$ cat src/rtl/bdes_pkg.sv
`timescale 1ns/1ps
package bdes_pkg;

  // Pairing state: hunting for the first COM, or filling byte lanes.
  typedef enum logic {
    PS_HUNT = 1'b0,
    PS_FILL = 1'b1
  } pair_state_e;

endpackage

$ cat src/rtl/bdes_com_detect.sv
`timescale 1ns/1ps
module bdes_com_detect #(
  parameter int                BYTE_W   = 8,
  parameter logic [BYTE_W-1:0] COM_CODE = BYTE_W'(8'hBC)
) (
  input  logic              in_vld,
  input  logic [BYTE_W-1:0] in_data,
  input  logic              in_k,
  output logic              is_com
);

  // A COM needs both the control flag and the exact code value.
  always_comb begin
    is_com = in_vld && in_k && (in_data == COM_CODE);
  end

endmodule

$ cat src/rtl/bdes_pair_fsm.sv
`timescale 1ns/1ps
module bdes_pair_fsm
  import bdes_pkg::*;
#(
  parameter int BYTE_W = 8,
  parameter int LANES  = 2
) (
  input  logic                     clk,
  input  logic                     rst,
  input  logic                     in_vld,
  input  logic [BYTE_W-1:0]        in_data,
  input  logic                     in_k,
  input  logic                     is_com,
  output logic                     pair_done,
  output logic [BYTE_W*LANES-1:0]  pair_data,
  output logic [LANES-1:0]         pair_k,
  output logic                     slip
);

  localparam int              IDX_W = (LANES > 1) ? $clog2(LANES) : 1;
  localparam logic [IDX_W-1:0] LAST = IDX_W'(LANES - 1);
  localparam logic [IDX_W-1:0] ONE  = IDX_W'(1);

  pair_state_e             state;
  logic [IDX_W-1:0]        idx;
  logic [BYTE_W-1:0]       lane_d [LANES];
  logic                    lane_k [LANES];

  always_ff @(posedge clk) begin
    if (rst) begin
      state     <= PS_HUNT;
      idx       <= '0;
      pair_done <= 1'b0;
      slip      <= 1'b0;
      for (int i = 0; i < LANES; i++) begin
        lane_d[i] <= '0;
        lane_k[i] <= 1'b0;
      end
    end else begin
      pair_done <= 1'b0;
      slip      <= 1'b0;
      if (in_vld) begin
        case (state)
          PS_HUNT: begin
            // Everything before the first COM is thrown away.
            if (is_com) begin
              lane_d[0] <= in_data;
              lane_k[0] <= in_k;
              idx       <= ONE;
              state     <= PS_FILL;
            end
          end
          default: begin
            if (is_com && (idx != '0)) begin
              // COM would land above lane 0: drop pending bytes, restart.
              lane_d[0] <= in_data;
              lane_k[0] <= in_k;
              idx       <= ONE;
              slip      <= 1'b1;
            end else begin
              lane_d[idx] <= in_data;
              lane_k[idx] <= in_k;
              if (idx == LAST) begin
                idx       <= '0;
                pair_done <= 1'b1;
              end else begin
                idx <= idx + ONE;
              end
            end
          end
        endcase
      end
    end
  end

  for (genvar g = 0; g < LANES; g++) begin : g_flat
    assign pair_data[g*BYTE_W +: BYTE_W] = lane_d[g];
    assign pair_k[g]                     = lane_k[g];
  end

endmodule

$ cat src/rtl/bdes_word_stage.sv
`timescale 1ns/1ps
module bdes_word_stage #(
  parameter int BYTE_W = 8,
  parameter int LANES  = 2
) (
  input  logic                     clk,
  input  logic                     rst,
  input  logic                     hr_en,
  input  logic                     pair_done,
  input  logic [BYTE_W*LANES-1:0]  pair_data,
  input  logic [LANES-1:0]         pair_k,
  output logic                     stg_vld,
  output logic                     word_vld,
  output logic [BYTE_W*LANES-1:0]  word_data,
  output logic [LANES-1:0]         word_k,
  output logic                     aligned
);

  localparam int WORD_W = BYTE_W * LANES;

  logic [WORD_W-1:0] stg_d;
  logic [LANES-1:0]  stg_k;

  // One-entry stage in the fast domain; the half-rate side reads it
  // only on enabled edges.
  always_ff @(posedge clk) begin
    if (rst) begin
      stg_vld   <= 1'b0;
      stg_d     <= '0;
      stg_k     <= '0;
      word_vld  <= 1'b0;
      word_data <= '0;
      word_k    <= '0;
      aligned   <= 1'b0;
    end else begin
      if (hr_en) begin
        word_vld  <= stg_vld;
        word_data <= stg_vld ? stg_d : '0;
        word_k    <= stg_vld ? stg_k : '0;
        aligned   <= aligned | stg_vld;
      end
      if (pair_done) begin
        stg_vld <= 1'b1;
        stg_d   <= pair_data;
        stg_k   <= pair_k;
      end else if (hr_en) begin
        stg_vld <= 1'b0;
      end
    end
  end

endmodule

$ cat src/rtl/bdes_byte_to_word.sv
`timescale 1ns/1ps
module bdes_byte_to_word #(
  parameter int                BYTE_W   = 8,
  parameter int                LANES    = 2,
  parameter logic [BYTE_W-1:0] COM_CODE = BYTE_W'(8'hBC)
) (
  input  logic                     clk,
  input  logic                     rst,
  input  logic                     hr_en,
  input  logic                     in_vld,
  input  logic [BYTE_W-1:0]        in_data,
  input  logic                     in_k,
  output logic                     word_vld,
  output logic [BYTE_W*LANES-1:0]  word_data,
  output logic [LANES-1:0]         word_k,
  output logic                     aligned,
  output logic                     slip
);

  localparam int WORD_W = BYTE_W * LANES;

  logic              is_com;
  logic              pair_done;
  logic [WORD_W-1:0] pair_data;
  logic [LANES-1:0]  pair_k;
  logic              stg_vld;

  bdes_com_detect #(
    .BYTE_W   (BYTE_W),
    .COM_CODE (COM_CODE)
  ) u_com (
    .in_vld  (in_vld),
    .in_data (in_data),
    .in_k    (in_k),
    .is_com  (is_com)
  );

  bdes_pair_fsm #(
    .BYTE_W (BYTE_W),
    .LANES  (LANES)
  ) u_pair (
    .clk       (clk),
    .rst       (rst),
    .in_vld    (in_vld),
    .in_data   (in_data),
    .in_k      (in_k),
    .is_com    (is_com),
    .pair_done (pair_done),
    .pair_data (pair_data),
    .pair_k    (pair_k),
    .slip      (slip)
  );

  bdes_word_stage #(
    .BYTE_W (BYTE_W),
    .LANES  (LANES)
  ) u_stage (
    .clk       (clk),
    .rst       (rst),
    .hr_en     (hr_en),
    .pair_done (pair_done),
    .pair_data (pair_data),
    .pair_k    (pair_k),
    .stg_vld   (stg_vld),
    .word_vld  (word_vld),
    .word_data (word_data),
    .word_k    (word_k),
    .aligned   (aligned)
  );

endmodule

$ cat config.mk
export PLATFORM = sky130hd
export DESIGN_NAME = bdes_byte_to_word
export DESIGN_NICKNAME = d
export VERILOG_FILES = /design/src/rtl/bdes_pkg.sv /design/src/rtl/bdes_com_detect.sv /design/src/rtl/bdes_pair_fsm.sv /design/src/rtl/bdes_word_stage.sv /design/src/rtl/bdes_byte_to_word.sv
export SDC_FILE = /design/constraint.sdc
export NUM_CORES = 1
export LEC_CHECK = 0
export ABC_AREA = 1
export BUFFER_PORTS_ARGS = -buffer_cell sky130_fd_sc_hd__buf_4
export CAP_MARGIN = 20
export CORE_UTILIZATION = 50
export DETAILED_ROUTE_END_ITERATION = 8
export GPL_ROUTABILITY_DRIVEN = 0
export HOLD_SLACK_MARGIN = 0.08
export PLACE_DENSITY_LB_ADDON = 0.05
export SLEW_MARGIN = 40
export SYNTH_ARGS = -nofsm -noshare
export SYNTH_HDL_FRONTEND = slang
export SYNTH_SLANG_ARGS = --single-unit
$ cat constraint.sdc
create_clock -name clk -period 2.71 [get_ports clk]
set_input_delay 0.4065 -clock clk [delete_from_list [all_inputs] [get_ports clk]]
set_output_delay 0.4065 -clock clk [all_outputs]
set_load 0.005 [all_outputs]
==> impl_metrics.py <==
metrics = {
    "run_status": {
        "status": "completed",
    },
    "clocking": {
        "clkTransAtPathRegs_ns": 0.07,
        "cts.sinks": 61,
        "cts_setup_buffers": 0,
        "ctsHoldBuffers": 0,
        "cts_tree": "done",
        "root_buffer": "clkbuf_8",
        "clock_latency_ns": 0.33,
        "cts.repair.resized": 0,
        "cts_buffers": 9,
        "htreeDepth": 3,
        "clk_path_buf_depth": 2,
    },
    "placed_design": {
        "portBuffers": 33,
        "dp_hpwl_mm": 2.71,
        "dp.cells": 316,
    },
    "floorplan": {
        "ios": 34,
        "core_area_um2": 4350,
        "die_w_um": 69.3,
        "initial_utilization_pct": 52.0,
        "fp-row-count": 24,
        "fp.dieArea_um2": 4800,
        "dieHeight_um": 69.3,
    },
    "grt": {
        "use_met1_pct": 25.2,
        "grt_use_total_pct": 19.7,
        "use_met3_pct": 7.27,
        "grt_pass1_vias": 1589,
        "grt_pass1_wl_mm": 7.27,
        "grt_max_degree": 27,
        "antenna_found_initial": 0,
        "gr-total-overflow": 0,
        "grt_busiest_layer": "met2",
        "gr-usage-met2_pct": 28.9,
    },
    "sta": {
        "hold_violations": 0,
        "tightestPinTransition_ns": 0.657,
        "fin_setup_tns_ns": 0,
        "finalMaxSlewViolations": 0,
        "fin_crit_sh_pct": 56.4,
        "max_freq_mhz": 654,
        "finalSetupViolations": 0,
        "maxSlewHeadroom_pct": 56.2,
        "rsz0062_at_grt": "false",
        "clock_skew_ns": 0.00589,
        "layout_min_cycle_time_ns": 1.53,
    },
    "yosys": {
        "synth_area_um2": 2260,
        "syn_area_per_cell_um2": 9.24,
        "synth_edf_count": 18,
        "ys_top_cells_by_count": "nor2_1 (45), dfxtp_1 (43), nand2_1 (29), a21oi_1 (23)",
        "netlist_instances": 245,
        "ys_ff_latch": 61,
        "synth_area_leaders": "dfxtp_1 (38%), edfxtp_1 (24%), nor2_1 (7.5%)",
        "synth_nets": 258,
        "ys_types": 22,
        "ys.flop_type": "dfxtp_1",
        "synth_top_area_share_pct": 38.0,
        "synth_warnings": 0,
        "ys_async_sr_fraction_pct": 0,
        "synth_largest_area_cell": "dfxtp_1",
        "synth.most_common_cell": "nor2_1",
        "seq_area_frac_synth_pct": 61.9,
    },
    "route": {
        "vias_per_cell": 4.99,
        "drt_iter0_markers": 102,
        "drt-wirelength-per-cell_um": 12.5,
        "drc": 0,
        "first_pass_iters": 6,
        "antenna_left": 0,
        "wl_mm": 4.17,
        "routed-via-count": 1657,
    },
    "critical_path": {
        "critPathCaptureType": "flip-flop",
        "required_ns": 2.70,
        "crit_type": "input pin to flip-flop",
        "crit_fanout": 10,
        "start_kind": "input pin",
        "reg2reg_depth": 5,
        "critPathArrivalTime_ns": 1.52,
    },
    "power": {
        "ir_worst_vdd_mv": 0.330,
        "p_leak_nw": 1.14,
        "power_density_nw_per_um2": 658,
    },
    "hold_path": {
        "holdPathStages": 3,
        "hold_path_class": "input pin to flip-flop",
    },
    "run": {
        "cap_violations": 0,
    },
    "layout": {
        "nNetsFinal": 288,
        "layout-drive-gt1-share_pct": 25.7,
        "utilization_pct": 62.2,
        "fin_cells": 332,
        "area_delta_synth_final_pct": 19.6,
        "diodes": 0,
    },
}
[final cells by class]
| cell class | count | area (µm²) |
|---|---|---|
| Tap cell | 52 | 65.1 |
| Fill cell | 413 | 1650 |
| Sequential cell | 61 | 1400 |
| Inverter | 18 | 67.6 |
| Clock buffer | 11 | 141 |
| Clock inverter | 5 | 50.0 |
| Timing Repair Buffer | 33 | 248 |
| Multi-Input combinational cell | 152 | 734 |
[layout by cell type (no fill, tap or decap), drive strengths merged]
| cell type | n |
|---|---|
| nor4 | 1 |
| clkinv | 4 |
| a21oi | 24 |
| inv | 18 |
| nor2 | 57 |
| nand3 | 20 |
| edfxtp | 18 |
| nand2 | 30 |
| dfxtp | 43 |
| o21ai | 18 |
| bufinv | 1 |
| xor2 | 1 |
| clkbuf | 11 |
| buf | 33 |
| nand4 | 1 |
[per-stage QoR]
stage          hold WS, ns  setup slack (ns)  total power, mW  cell area, µm²
3_3_place_gp         0.442             0.883             1.03            2520
4_1_cts              0.378              1.20             1.80            2710
5_1_grt              0.404              1.07             1.85            2710
3_5_place_dp         0.455             0.836             1.03            2520
6_report             0.393              1.18             1.78            2710
2_1_floorplan        0.444              1.11             1.00            2260
[cell families (layout without fill, tap and decap cells)]
family	after synthesis	in the layout	share of synthesized area, %
DFF	61	61	61.9
AOI/OAI and AO/OA	42	42	9.78
xor gates and xnor gates	1	1	0.387
and+or+nand+nor	109	109	22.3
buffers and inverters	32	67	5.64
[layer usage]
layer,share of wire (%),vias to the layer above
met2,45,44
met4,1.1,0
met3,4.3,4
met5,0,-
li1,-,855
met1,49,754
[path summary, 6_finish.rpt]
path | start | end | slack (ns)
worst min register to register | u_stage.aligned | u_stage.aligned | 0.46
worst max register to register | u_pair.state | u_pair.lane_d[0][5] | 1.23
worst max-delay path | in_data[6] | u_pair.lane_d[0][5] | 1.18
worst min-delay path | in_data[0] | u_pair.lane_d[0][0] | 0.39
[state kept, by name, summed over array words and instances, names as in the netlist]
| name | flops |
|---|---|
| u_pair.lane_d | 16 |
| u_stage.stg_d | 16 |
| u_stage.word_data | 16 |
| u_pair.lane_k | 2 |
| u_stage.stg_k | 2 |
| u_stage.word_k | 2 |
| u_pair.idx | 1 |
| u_pair.pair_done | 1 |
| u_pair.slip | 1 |
| u_pair.state | 1 |
| u_stage.aligned | 1 |
| u_stage.stg_vld | 1 |
| u_stage.word_vld | 1 |
[power by group]
part           internal (mW)  switching, mW
combinational         0.0167         0.0396
clock                  0.443          0.333
sequential             0.947        0.00285
[critical path: stages]
cell	delay (ns)
buf_4	0.11
inv_2	0.07
nand2_1	0.08
nor2_4	0.11
nand3_4	0.12
a21oi_4	0.17
nand2_4	0.13
nand2_1	0.31
Note: power is estimated with default switching activity, not from simulation.
